## config.mk

```make
export PLATFORM = sky130hd
export DESIGN_NAME = qdac_serial_front
export DESIGN_NICKNAME = d
export VERILOG_FILES = /design/src/rtl/qdac_serial_front.sv
export SDC_FILE = /design/constraint.sdc
export NUM_CORES = 1
export LEC_CHECK = 0
export BUFFER_PORTS_ARGS = -buffer_cell sky130_fd_sc_hd__buf_2
export CAP_MARGIN = 20
export CORE_MARGIN = 10
export CORE_UTILIZATION = 51
export CTS_BUF_LIST = sky130_fd_sc_hd__clkbuf_4 sky130_fd_sc_hd__clkbuf_8
export CTS_CLUSTER_SIZE = 24
export DETAILED_ROUTE_END_ITERATION = 12
export PLACE_DENSITY = 0.77
export REMOVE_ABC_BUFFERS = 1
export SLEW_MARGIN = 40
export SYNTH_ARGS = -nofsm -noshare
export SYNTH_HDL_FRONTEND = slang
export SYNTH_SLANG_ARGS = --single-unit
```

## constraint.sdc

```tcl
create_clock -name clk -period 1.42 [get_ports clk]
set_clock_uncertainty 0.05 [all_clocks]
set_input_delay 0.213 -clock clk [delete_from_list [all_inputs] [get_ports clk]]
set_output_delay 0.213 -clock clk [all_outputs]
set_load 0.02 [all_outputs]
```

## src/rtl/qdac_serial_front.sv

```systemverilog
module qdac_serial_front #(
  parameter int AW   = 4,
  parameter int CW   = 10,
  parameter int PADW = 2,
  parameter int NCH  = 4
) (
  input  logic             clk,
  input  logic             rst_n,
  input  logic             sck,
  input  logic             cs_n,
  input  logic             sdi,
  output logic             sdo,
  output logic [NCH*CW-1:0] ch_codes
);
  localparam int WW = AW + CW + PADW;

  logic          sck_d, cs_d;
  logic [WW-1:0] sr;

  wire sck_rise = sck & ~sck_d & ~cs_n;
  wire sck_fall = ~sck & sck_d & ~cs_n;
  wire cs_rise  = cs_n & ~cs_d;

  wire [AW-1:0] sel  = sr[WW-1 -: AW];
  wire [CW-1:0] code = sr[WW-1-AW -: CW];

  always_ff @(posedge clk or negedge rst_n) begin
    if (!rst_n) begin
      sck_d <= 1'b0;
      cs_d  <= 1'b1;
    end else begin
      sck_d <= sck;
      cs_d  <= cs_n;
    end
  end

  always_ff @(posedge clk or negedge rst_n) begin
    if (!rst_n)        sr <= '0;
    else if (sck_rise) sr <= {sr[WW-2:0], sdi};
  end

  always_ff @(posedge clk or negedge rst_n) begin
    if (!rst_n)        sdo <= 1'b0;
    else if (sck_fall) sdo <= sr[WW-1];
  end

  for (genvar i = 0; i < NCH; i++) begin : g_ch
    always_ff @(posedge clk or negedge rst_n) begin
      if (!rst_n)
        ch_codes[i*CW +: CW] <= '0;
      else if (cs_rise && sel == AW'(i + 1))
        ch_codes[i*CW +: CW] <= code;
    end
  end
endmodule


```

### Word level (Yosys, flattened, before mapping)

Cells that the tools add are included.
Widths: inputs -> output; s select.

* reduce and logical (&&, ||, !) cells: 4
* bitwise operators: 9
* equality and inequality tests: 4

Operator list (number)
* $eq 4x2->1 const B: 2
* $and 1x1->1: 5
* $eq 4x1->1 const B: 1
* $eq 4x3->1 const B: 1
* $logic_and 1x1->1: 4
* $not 1->1: 4

* bits in registers: 59
* word-level logic and storage cells: 25
* bits of input ports: 5
* output and inout port bits: 41

### Depth between registers and ports, before layout

* depth after elaboration: 3
* mapped depth: 4
* gate-level depth less buffers: 3

### Worst setup path after synthesis

No wires, ideal clock.

* path kind: register -> register
* start point: reg sr[15]
* end point: reg ch_codes[21]
* path slack: -74 ps
* setup time: 125 ps
* required time: 1245 ps
* stages on the path, launching flop included: 5
* clock period less this slack: 1494 ps
* arrival: 1320 ps
* buffers on the path: 1
* cell sequence: dfrtp_1 nor4b_4 and3_1 buf_6 mux2_2

* cells in the longest elaborated chain, start to end: 2

Ends and longest elaborated chain
* start: declaration: line 18 `logic [WW-1:0] sr;`
* start signal: assignment: line 39 `else if (sck_rise) sr <= {sr[WW-2:0], sdi};`
* $eq 4x2->1: line 51 `else if (cs_rise && sel == AW'(i + 1))`
* $logic_and 1x1->1: line 51
* end signal: indexed assignment: line 52 `ch_codes[i*CW +: CW] <= code;`
* end: declaration: line 13 `output logic [NCH*CW-1:0] ch_codes`

Every way passes these cells.
A chain may end at the register's enable or synchronous reset.

### Worst setup path after layout

* start point: reg sr[15]
* end point: reg ch_codes[3]

* cells in the longest elaborated chain, start to end: 2

Ends and longest elaborated chain (line)
* $eq 4x1->1: 51
* $logic_and 1x1->1: 51

Every way passes these cells.

==> results.json <==
{
  "synthTopCellsByArea": "dfrtp_1 (61%), mux2_4 (19%), mux2_2 (12%)",
  "synthCells": 129,
  "synth_seq_cells": 59,
  "violations": "negative setup slack",
  "ir_worst_vdd_mv": 0.720,
  "whs_endpoint": "sr[0]",
  "wl_per_cell_um": 19.5,
  "drt_wl_total_um": 4980,
  "required_ps": 1580,
  "end_kind": "flip-flop",
  "port_buffers": 45,
  "postCtsSetupBuffers": 0,
  "rows": 24,
  "diodes": 0,
  "critPathKind": "reg -> reg",
  "hold_path_class": "in -> reg",
  "clk_pin_slew_ps": 70,
  "min_period_ps": 1600,
  "final_common_cell": "dfrtp_1",
  "clk_path_buf_depth": 2,
  "die_x_um": 88.2,
  "most-common-layout-cells": "dfrtp_1 (58), buf_2 (45), mux2_4 (38)",
  "track_usage_pct": 13.8,
  "ios": 46,
  "drive_gt1_share_pct": 68.0,
  "maxCapViolCount": 0,
  "rsz0062_at_grt": "yes",
  "drcViolationCount": 0,
  "finalNonFillerCells": 255,
  "die_area_um2": 7770,
  "yosys_warnings": 0,
  "slew_headroom_pct": 80.1,
  "reg2reg_from": "sr[15]",
  "antenna_found_initial": 0,
  "die_h_um": 88.2,
  "syn_to_final_growth_pct": 27.7,
  "initial_core_util_pct": 53.7,
  "worst_slew_pin_slew_ps": 299,
  "root_buffer": "clkbuf_8",
  "cts_tree": "built",
  "hold_depth": 2,
  "first_iter_violations": 46,
  "firstDrtPassIters": 4,
  "synth.top_cell.area_share_pct": 61.2,
  "hp-start": "sdi",
  "synth_cell_types": 12,
  "timing.rr.end": "ch_codes[3]",
  "cts.htree.levels": 3,
  "grt_max_degree": 60,
  "finalHoldViolCount": 0,
  "worst-r2r-cell-count": 4,
  "postLayoutCoreUtil_pct": 68.6,
  "leakagePower_nw": 1.71,
  "fill_cells": 319,
  "crit_path_max_fanout": 5,
  "cts_sinks": 59,
  "worst_slack_ps": -184,
  "cp.arrival_ps": 1760,
  "grt_overflow": 0,
  "p_per_area_nw_per_um2": 1220,
  "placed_cells": 237,
  "startpoint_type": "flip-flop",
  "core_region_area_um2": 4410,
  "syn-cell-area_um2": 2370,
  "cts_buffers": 9,
  "clk_latency_ps": 330,
  "dp_hpwl_um": 3390,
  "grt_pass1_wl_um": 8050,
  "fin_nets": 203,
  "fin_crit_sh_pct": 113,
  "syn_avg_cell_area_um2": 18.4,
  "final_max_slew_viol_count": 0,
  "via_count": 1331,
  "viasPerCell": 5.22,
  "place.gp.congestion": 0.755,
  "ant_nets": 0,
  "outcome": "finished with violations",
  "seq_area_frac_synth_pct": 62.4,
  "grt_pass1_vias": 1463,
  "ff2ff_setup_slack_ps": -180,
  "fmax_mhz": 623,
  "setup_viol": 40,
  "synth_largest_area_cell": "dfrtp_1"
}
-- final cells by class --
cell class / count / area [um2] / share of cell area (%)
flip-flops and latches: 59 / 1480 / 48.8
clock buffers: 15 / 194 / 6.41
well taps: 52 / 65.1 / 2.15
multi-input cells: 65 / 877 / 29.0
clock inverters: 1 / 5.00 / 0.165
repair buffers: 63 / 408 / 13.5
-- critical path, cell delays in order (launching register included) --
cell	delay [ps]
dfrtp_1	410
nor4b_4	320
nand3b_1	210
buf_6	200
mux2_4	300
-- sequential cells by signal (all words and copies together), names as in the netlist --
signal / flops
sdo: 1
sr: 16
sck_d: 1
ch_codes: 40
cs_d: 1
-- cells in the mapped netlist (all sizes together) --
cell type	instances
dfrtp	58
mux2	57
buf	5
nand3b	3
nor3b	2
nor4b	2
and3	1
dfstp	1
-- report_power, final --
group          total, mW  internal, mW  switching (mW)
logic              0.223         0.141          0.0827
clock network       1.48         0.862           0.621
registers           1.98          1.80           0.172
-- per-stage QoR --
step	setup slack [ps]	power, mW	hold slack [ps]	instance area [um2]	TNS, ps
final	-184	3.68	70.7	3030	-5010
after global routing	-228	3.84	62.0	3030	-7100
after CTS	-197	3.71	59.3	3020	-5500
after detailed placement	-188	2.22	188	2740	-4050
after global placement	-119	2.19	179	2740	-2070
after floorplan	-292	2.09	-133	2310	-13850
-- worst max path at each step --
stage | cells past startpoint | slack [ps] | endpoint | startpoint
after floorplan | 3 | -290 | ch_codes[0] | sr[15]
after global placement | 4 | -120 | ch_codes[26] | sr[15]
after detailed placement | 4 | -190 | ch_codes[26] | sr[15]
after CTS | 4 | -200 | ch_codes[26] | sr[15]
after global routing | 4 | -230 | ch_codes[26] | cs_d
final | 4 | -180 | ch_codes[3] | sr[15]
-- kinds of logic after synthesis --
logic type	share of synthesized area, %
buffers and inverters	2.38
muxes	31.8
DFF	62.4
and+or+nand+nor	3.43
-- what timing repair did --
action	in CTS	in global routing
gates cloned	0	0
resized for setup	16	2
pin swaps	3	6
setup endpoints to repair	40	40
hold buffers	2	0
endpoints found under the hold margin	59	0
-- metal layers --
layer	GRT usage (%)	wire [um]	share of wire, %	vias up
met4	6.42	81	1.6	0
met2	21.4	2440	49	37
li1	-	-	-	596
met5	0	0	0	-
met1	16.4	2130	43	691
met3	5.29	331	6.6	7
Power figures use the tool's default switching activity.
